## src/rtl/opstk_pkg.sv

```systemverilog
package opstk_pkg;
   typedef enum logic [1:0] {
      OP_HOLD0 = 2'b00,
      OP_HOLD1 = 2'b01,
      OP_PUSH  = 2'b10,
      OP_POP   = 2'b11
   } opstk_op_e;
endpackage

```

## src/rtl/opstk_slot.sv

```systemverilog
module opstk_slot #(
   parameter int WIDTH = 5
) (
   input  logic             clk,
   input  logic             rst,
   input  logic             load,
   input  logic [WIDTH-1:0] nxt,
   output logic [WIDTH-1:0] q
);
   always_ff @(posedge clk or posedge rst) begin
      if (rst)       q <= '0;
      else if (load) q <= nxt;
   end
endmodule

```

## src/rtl/opstk_top.sv

```systemverilog
module opstk_top
   import opstk_pkg::*;
#(
   parameter int WIDTH = 5,
   parameter int DEPTH = 4
) (
   input  logic             clk,
   input  logic             rst,
   input  logic [1:0]       op,
   input  logic [WIDTH-1:0] push_val,
   output logic [WIDTH-1:0] top_val
);
   localparam int LAST = DEPTH - 1;

   initial begin
      a_cfg_width_r8 : assert (WIDTH >= 1) else $error("WIDTH must be positive");
      a_cfg_depth_r8 : assert (DEPTH >= 2) else $error("DEPTH must be at least 2");
   end

   logic [WIDTH-1:0] slot [DEPTH];
   logic [WIDTH-1:0] nxt  [DEPTH];
   logic             is_push, is_pop, shift_en;

   always_comb begin
      is_push  = (op == OP_PUSH);
      is_pop   = (op == OP_POP);
      shift_en = is_push | is_pop;
   end

   for (genvar k = 0; k < DEPTH; k++) begin : g_slot
      if (k == 0) begin : g_top
         assign nxt[k] = is_push ? push_val : slot[k+1];
      end else if (k == LAST) begin : g_bot
         assign nxt[k] = is_push ? slot[k-1] : '0;
      end else begin : g_mid
         assign nxt[k] = is_push ? slot[k-1] : slot[k+1];
      end
      opstk_slot #(.WIDTH(WIDTH)) u_slot (
         .clk (clk),
         .rst (rst),
         .load(shift_en),
         .nxt (nxt[k]),
         .q   (slot[k])
      );
   end

   assign top_val = slot[0];

   // R2 hold leaves top unchanged
   p_hold_keeps_r2 : assert property (@(posedge clk) disable iff (rst)
      (op[1] == 1'b0) |=> $stable(top_val));
   // R3 push places input on top
   p_push_top_r3 : assert property (@(posedge clk) disable iff (rst)
      (op == OP_PUSH) |=> (top_val == $past(push_val)));
   // R4 push moves deepest-but-one into deepest
   p_push_deep_r4 : assert property (@(posedge clk) disable iff (rst)
      (op == OP_PUSH) |=> (slot[LAST] == $past(slot[LAST-1])));
   // R5 pop brings slot 1 to top
   p_pop_top_r5 : assert property (@(posedge clk) disable iff (rst)
      (op == OP_POP) |=> (top_val == $past(slot[1])));
   // R6 pop fills bottom with zero
   p_pop_zero_r6 : assert property (@(posedge clk) disable iff (rst)
      (op == OP_POP) |=> (slot[LAST] == '0));
   // R1 reset clears top
   p_reset_clear_r1 : assert property (@(posedge clk)
      rst |-> (top_val == '0));
endmodule

```

## config.mk

```make
export PLATFORM = sky130hd
export DESIGN_NAME = opstk_top
export DESIGN_NICKNAME = d
export VERILOG_FILES = /design/src/rtl/opstk_pkg.sv /design/src/rtl/opstk_slot.sv /design/src/rtl/opstk_top.sv
export SDC_FILE = /design/constraint.sdc
export NUM_CORES = 1
export LEC_CHECK = 0
export BUFFER_PORTS_ARGS = -buffer_cell sky130_fd_sc_hd__buf_2
export CAP_MARGIN = 20
export CORE_MARGIN = 8
export CORE_UTILIZATION = 53
export CTS_CLUSTER_SIZE = 30
export DETAILED_ROUTE_END_ITERATION = 16
export HOLD_SLACK_MARGIN = 0.15
export MAX_ROUTING_LAYER = met4
export PLACE_DENSITY_LB_ADDON = 0.3
export REMOVE_ABC_BUFFERS = 1
export SYNTH_ARGS = -nofsm -noshare
export SYNTH_HDL_FRONTEND = slang
export SYNTH_SLANG_ARGS = --single-unit
```

## constraint.sdc

```tcl
create_clock -name clk -period 0.8 [get_ports clk]
set_input_delay 0.04 -clock clk [delete_from_list [all_inputs] [get_ports clk]]
set_output_delay 0.04 -clock clk [all_outputs]
set_load 0.01 [all_outputs]
```

# Word level (Yosys, flattened, before mapping)
# Index checks and enable logic that the tools add are counted.
[op_classes] eq_ne=2 mux=4 bitwise_logic=1
[op_table] cell="5-bit two-way mux" count=4
[op_table] cell="2-bit == test (second input constant)" count=2
[op_table] cell="1-bit bitwise OR" count=1
[totals] ff_bits=20 inputBits=9

# Logic depth before layout (Yosys ltp)
[depth] word_depth=2 depth_mapped=3 mapped_depth_nobuf=2

# Modules after synthesis
# From an unflattened synthesis, not the netlist that was laid out.
[hier_totals] hier_cells=68 hier_area_um2=1046.0
[modules_own_cells] module="opstk_slot" n_inst=4 cells_per_inst=11 area_each_um2=185.2
[modules_own_cells] module="opstk_top" n_inst=1 cells_per_inst=24 area_each_um2=305.3

# Least setup slack after synthesis
# Ideal clock, no wire load.
[synth_path] path_kind="register to register" from="register g_slot[0].u_slot.q[0]" to="register g_slot[1].u_slot.q[0]" setup_ns=0.137 arrival_ns=0.594 required_ns=0.663 path_slack_ns=0.069 stages_incl_launch_ff=3 path_cell_list="dfrtp_1 mux2i_1 a21oi_1"
[synth_between] elab_chain_cells=1
[synth_rtl] element="start: declaration" line="opstk_slot.sv:8" rtl="output logic [WIDTH-1:0] q"
[synth_rtl] element="start signal: assignment" line="opstk_slot.sv:12" rtl="else if (load) q <= nxt;"
[synth_rtl] element="5-bit two-way mux" line="opstk_top.sv:36" rtl="assign nxt[k] = is_push ? slot[k-1] : slot[k+1];"
[synth_rtl] element="end signal: assignment" line="opstk_slot.sv:12"
[synth_rtl] element="end: declaration" line="opstk_slot.sv:8"
# Every way passes these cells.
# A chain may end at the register's enable or synchronous reset.

# Final worst setup path
[layout_path] from="register g_slot[0].u_slot.q[3]" to="output port top_val[3]"
[layout_rtl] element="end: declaration" line="opstk_top.sv:11" rtl="output logic [WIDTH-1:0] top_val"
# No word-level cell between the ends.

==> flow_summary_export.csv <==
group,metric,value,unit
min_path,worstHoldPathType,"input pin to flop",
route,via_count,677,
sta,fin_worst_skew,0.938,ps
final_layout,largest_register_ffs,20,
yosys,seq_area_frac_synth,0.557,
clocking,root_buffer,"sky130_fd_sc_hd__clkbuf_4",
clocking,cts_sink_cnt,20,
power_and_ir_drop,internal_power,1960,uW
power_and_ir_drop,power.ir.vdd_worst,1550,uV
worst_setup_path,worstSetupStartpointType,"flop",
route,drc,0,
power_and_ir_drop,power.leakage,0.000562,uW
sta,finalSetupViolCount,9,
clocking,cts.clk_slew.worst_paths,120,ps
worst_setup_path,critical_path_buf_inv_count,1,
grt,grt-ovfl-total,0,
grt,grt_antenna_before_repair,0,
route,antenna_violating_nets_post_route,0,
power_and_ir_drop,comb_power_share,0.201,
power_and_ir_drop,pwr-share-seq,0.486,
floorplanning,fp-row-count,15,
worst_setup_path,cells_traversed_along_the_worst_timing_path,"buf_2",
final_layout,mostFrequentLayoutCells,"sky130_fd_sc_hd__dfrtp_1 (20), sky130_fd_sc_hd__mux2i_1 (14), sky130_fd_sc_hd__a21oi_1 (14)",
power_and_ir_drop,power,2640,uW
placement,buffer_ports.inserted,13,
final_layout,largest-register,"g_slot.u_slot.q",
floorplanning,die_width,57.2,um
floorplanning,io-pin-count,14,
final_layout,reg.largest.list,"g_slot.u_slot.q (20)",
grt,grt_pass1_vias,668,
floorplanning,start_util,0.544,
sta,max_slew_margin,0.833,
power_and_ir_drop,clockPowerShare,0.313,
clocking,clkLatencyLatePin,300,ps
yosys,syn_area_per_cell,10.3,um^2
worst_setup_path,kind_of_cell_adding_the_most_delay_to_the_critical_path,"flip-flops",
floorplanning,die_height,57.2,um
sta,final_critical_path_setup_slack,-98.2,ps
floorplanning,floorplan.core_area,1650,um^2
worst_setup_path,critPathRequiredTime,760,ps
clocking,numCtsBuffers,3,
worst_setup_path,max_stage_delay,410,ps
route,avgViaCountPerCell,5.21,
yosys,netlist_instances,87,
final_layout,layout-area-overhead-vs-synth,32.7,%
final_layout,layout-drive-gt1-share,0.248,
worst_setup_path,rrSetupSlack,-60,ps
final_layout,fin_nets,123,
route,totalWireLength,1690,um
yosys,netlist_area,898,um^2
grt,grt_max_degree,41,
grt,grtUsageTotal,0.114,
clocking,tritoncts,"built",
route,first_pass_iters,4,
job,max_cap_violations,0,
run_status,run_status,"finished, violations left",
sta,hold_violations,0,
sta,grt_setup_unrepaired,"true",
power_and_ir_drop,power_per_cell_area,2210,nW/um^2
grt,grt_pass1_wl,3000,um
run_status,failed_checks,"negative setup slack",
sta,final-max-slew-violation-count,0,
worst_setup_path,cpMaxStageDelayCell,"sky130_fd_sc_hd__dfrtp_1",
sta,fin_tns_setup,-581,ps
sta,tightest_slew,251,ps
worst_setup_path,worst-setup-path-type,"flop to primary output",
placement,globalplace.congestion,0.707,
worst_setup_path,worst_ep_arrival_time,860,ps
sta,portion_of_the_clock_cycle_consumed_by_the_worst_path_in_the_final_layout,1.12,
yosys,synth_seq_cells,20,
clocking,cts_max_level,1,
floorplanning,area_of_the_die,3270,um^2
sta,final.min_clock_period,898,ps
route,routed_wire_length_per_instance,13.0,um
worst_setup_path,crit_fanout,2,
yosys,synth_warnings,0,
sta,fmax,1110,MHz
final_layout,diodes,0,
final_layout,most_common_cell_after_layout_fill_and_taps_aside,"sky130_fd_sc_hd__dfrtp_1",
power_and_ir_drop,power.share.switching,0.255,
power_and_ir_drop,total_switching_power,673,uW
clocking,cts_max_path_buffers,2,
worst_setup_path,critical_path.endpoint_type,"primary output",
yosys,post_synth_num_cell_types,12,
route,detail_route.iter0.violations,7,
placement,dp_hpwl,1050,um
worst register-to-register path, cell delays in order, from the launching register on:
cell and delay [ps]:
sky130_fd_sc_hd__dfrtp_1 410, sky130_fd_sc_hd__buf_6 130, sky130_fd_sc_hd__mux2i_1 130, sky130_fd_sc_hd__a21oi_1 80
routing by layer:
layer	vias up	routed length [um]	share of wire	GRT usage
li1	347	-	-	-
met1	319	851	0.50	0.148
met2	9	780	0.46	0.163
met3	2	37	0.022	0.0222
met4	0	15	0.0089	0.0604
met5	-	0	0	-
final timing paths:
path / start / end / cells past startpoint
hold / removal: op[0] / g_slot[3].u_slot.q[1]$_DFFE_PP0P_ / 3
min in group asynchronous: rst / g_slot[2].u_slot.q[4]$_DFFE_PP0P_ / 4
setup reg to reg: g_slot[0].u_slot.q[2]$_DFFE_PP0P_ / g_slot[1].u_slot.q[2]$_DFFE_PP0P_ / 3
max in group asynchronous: rst / g_slot[0].u_slot.q[0]$_DFFE_PP0P_ / 4
hold reg to reg: g_slot[3].u_slot.q[4]$_DFFE_PP0P_ / g_slot[3].u_slot.q[4]$_DFFE_PP0P_ / 2
setup / recovery: g_slot[0].u_slot.q[3]$_DFFE_PP0P_ / top_val[3] / 1
cell type report:
cell class	count	area (um^2)
multi-input cells	55	352
repair buffers	28	244
inverters	6	22.5
fillers	122	459
clock inverters	1	30.0
flip-flops and latches	20	500
clock buffers	3	22.5
well taps	17	21.3
cell families (layout without fill, tap and decap cells):
group	Yosys count	count (layout)	share of synthesized area
AOI/OAI and AO/OA	20	20	0.117
muxes	15	15	0.167
DFF	20	20	0.557
and+or+nand+nor	20	20	0.0877
buffers and inverters	12	38	0.0710
synthesized netlist by cell type, drive strengths merged:
master  number  area (um^2)
a21oi       15         75.1
buf          5         37.5
clkbuf       1         3.75
dfrtp       20          500
inv          6         22.5
mux2i       15          150
nand2        4         15.0
nand3b       1         7.51
nor2        15         56.3
o21ai        1         5.00
o22ai        4         25.0
metrics by stage:
step | std cells | worst slack, ps | instance area, um^2 | util | hold slack [ps]
finish | 130 | -98.2 | 1190 | 0.722 | 136
CTS | 128 | -117 | 1130 | 0.686 | 118
floorplan | 81 | 83.3 | 857 | - | 3.83
global route | 130 | -129 | 1190 | 0.722 | 151
detailed placement | 114 | 35.1 | 991 | 0.600 | 83.3
global placement | 114 | 51.1 | 991 | 0.600 | 72.4
repair_timing:
action | CTS | global route
pin swaps | 4 | 5
hold endpoints to repair | 40 | 2
buffers inserted | 4 | 0
resized for setup | 0 | 10
hold buffers | 6 | 2
endpoints found under the setup margin | 5 | 12
power groups by stage:
stage	logic, uW	registers, uW	clock network [uW]
final	530	1280	824
after global routing	594	1300	872
after CTS	483	1270	854
after floorplan	228	1290	0
after detailed placement	409	1300	0
after global placement	397	1290	0
Power figures use the tool's default switching activity.
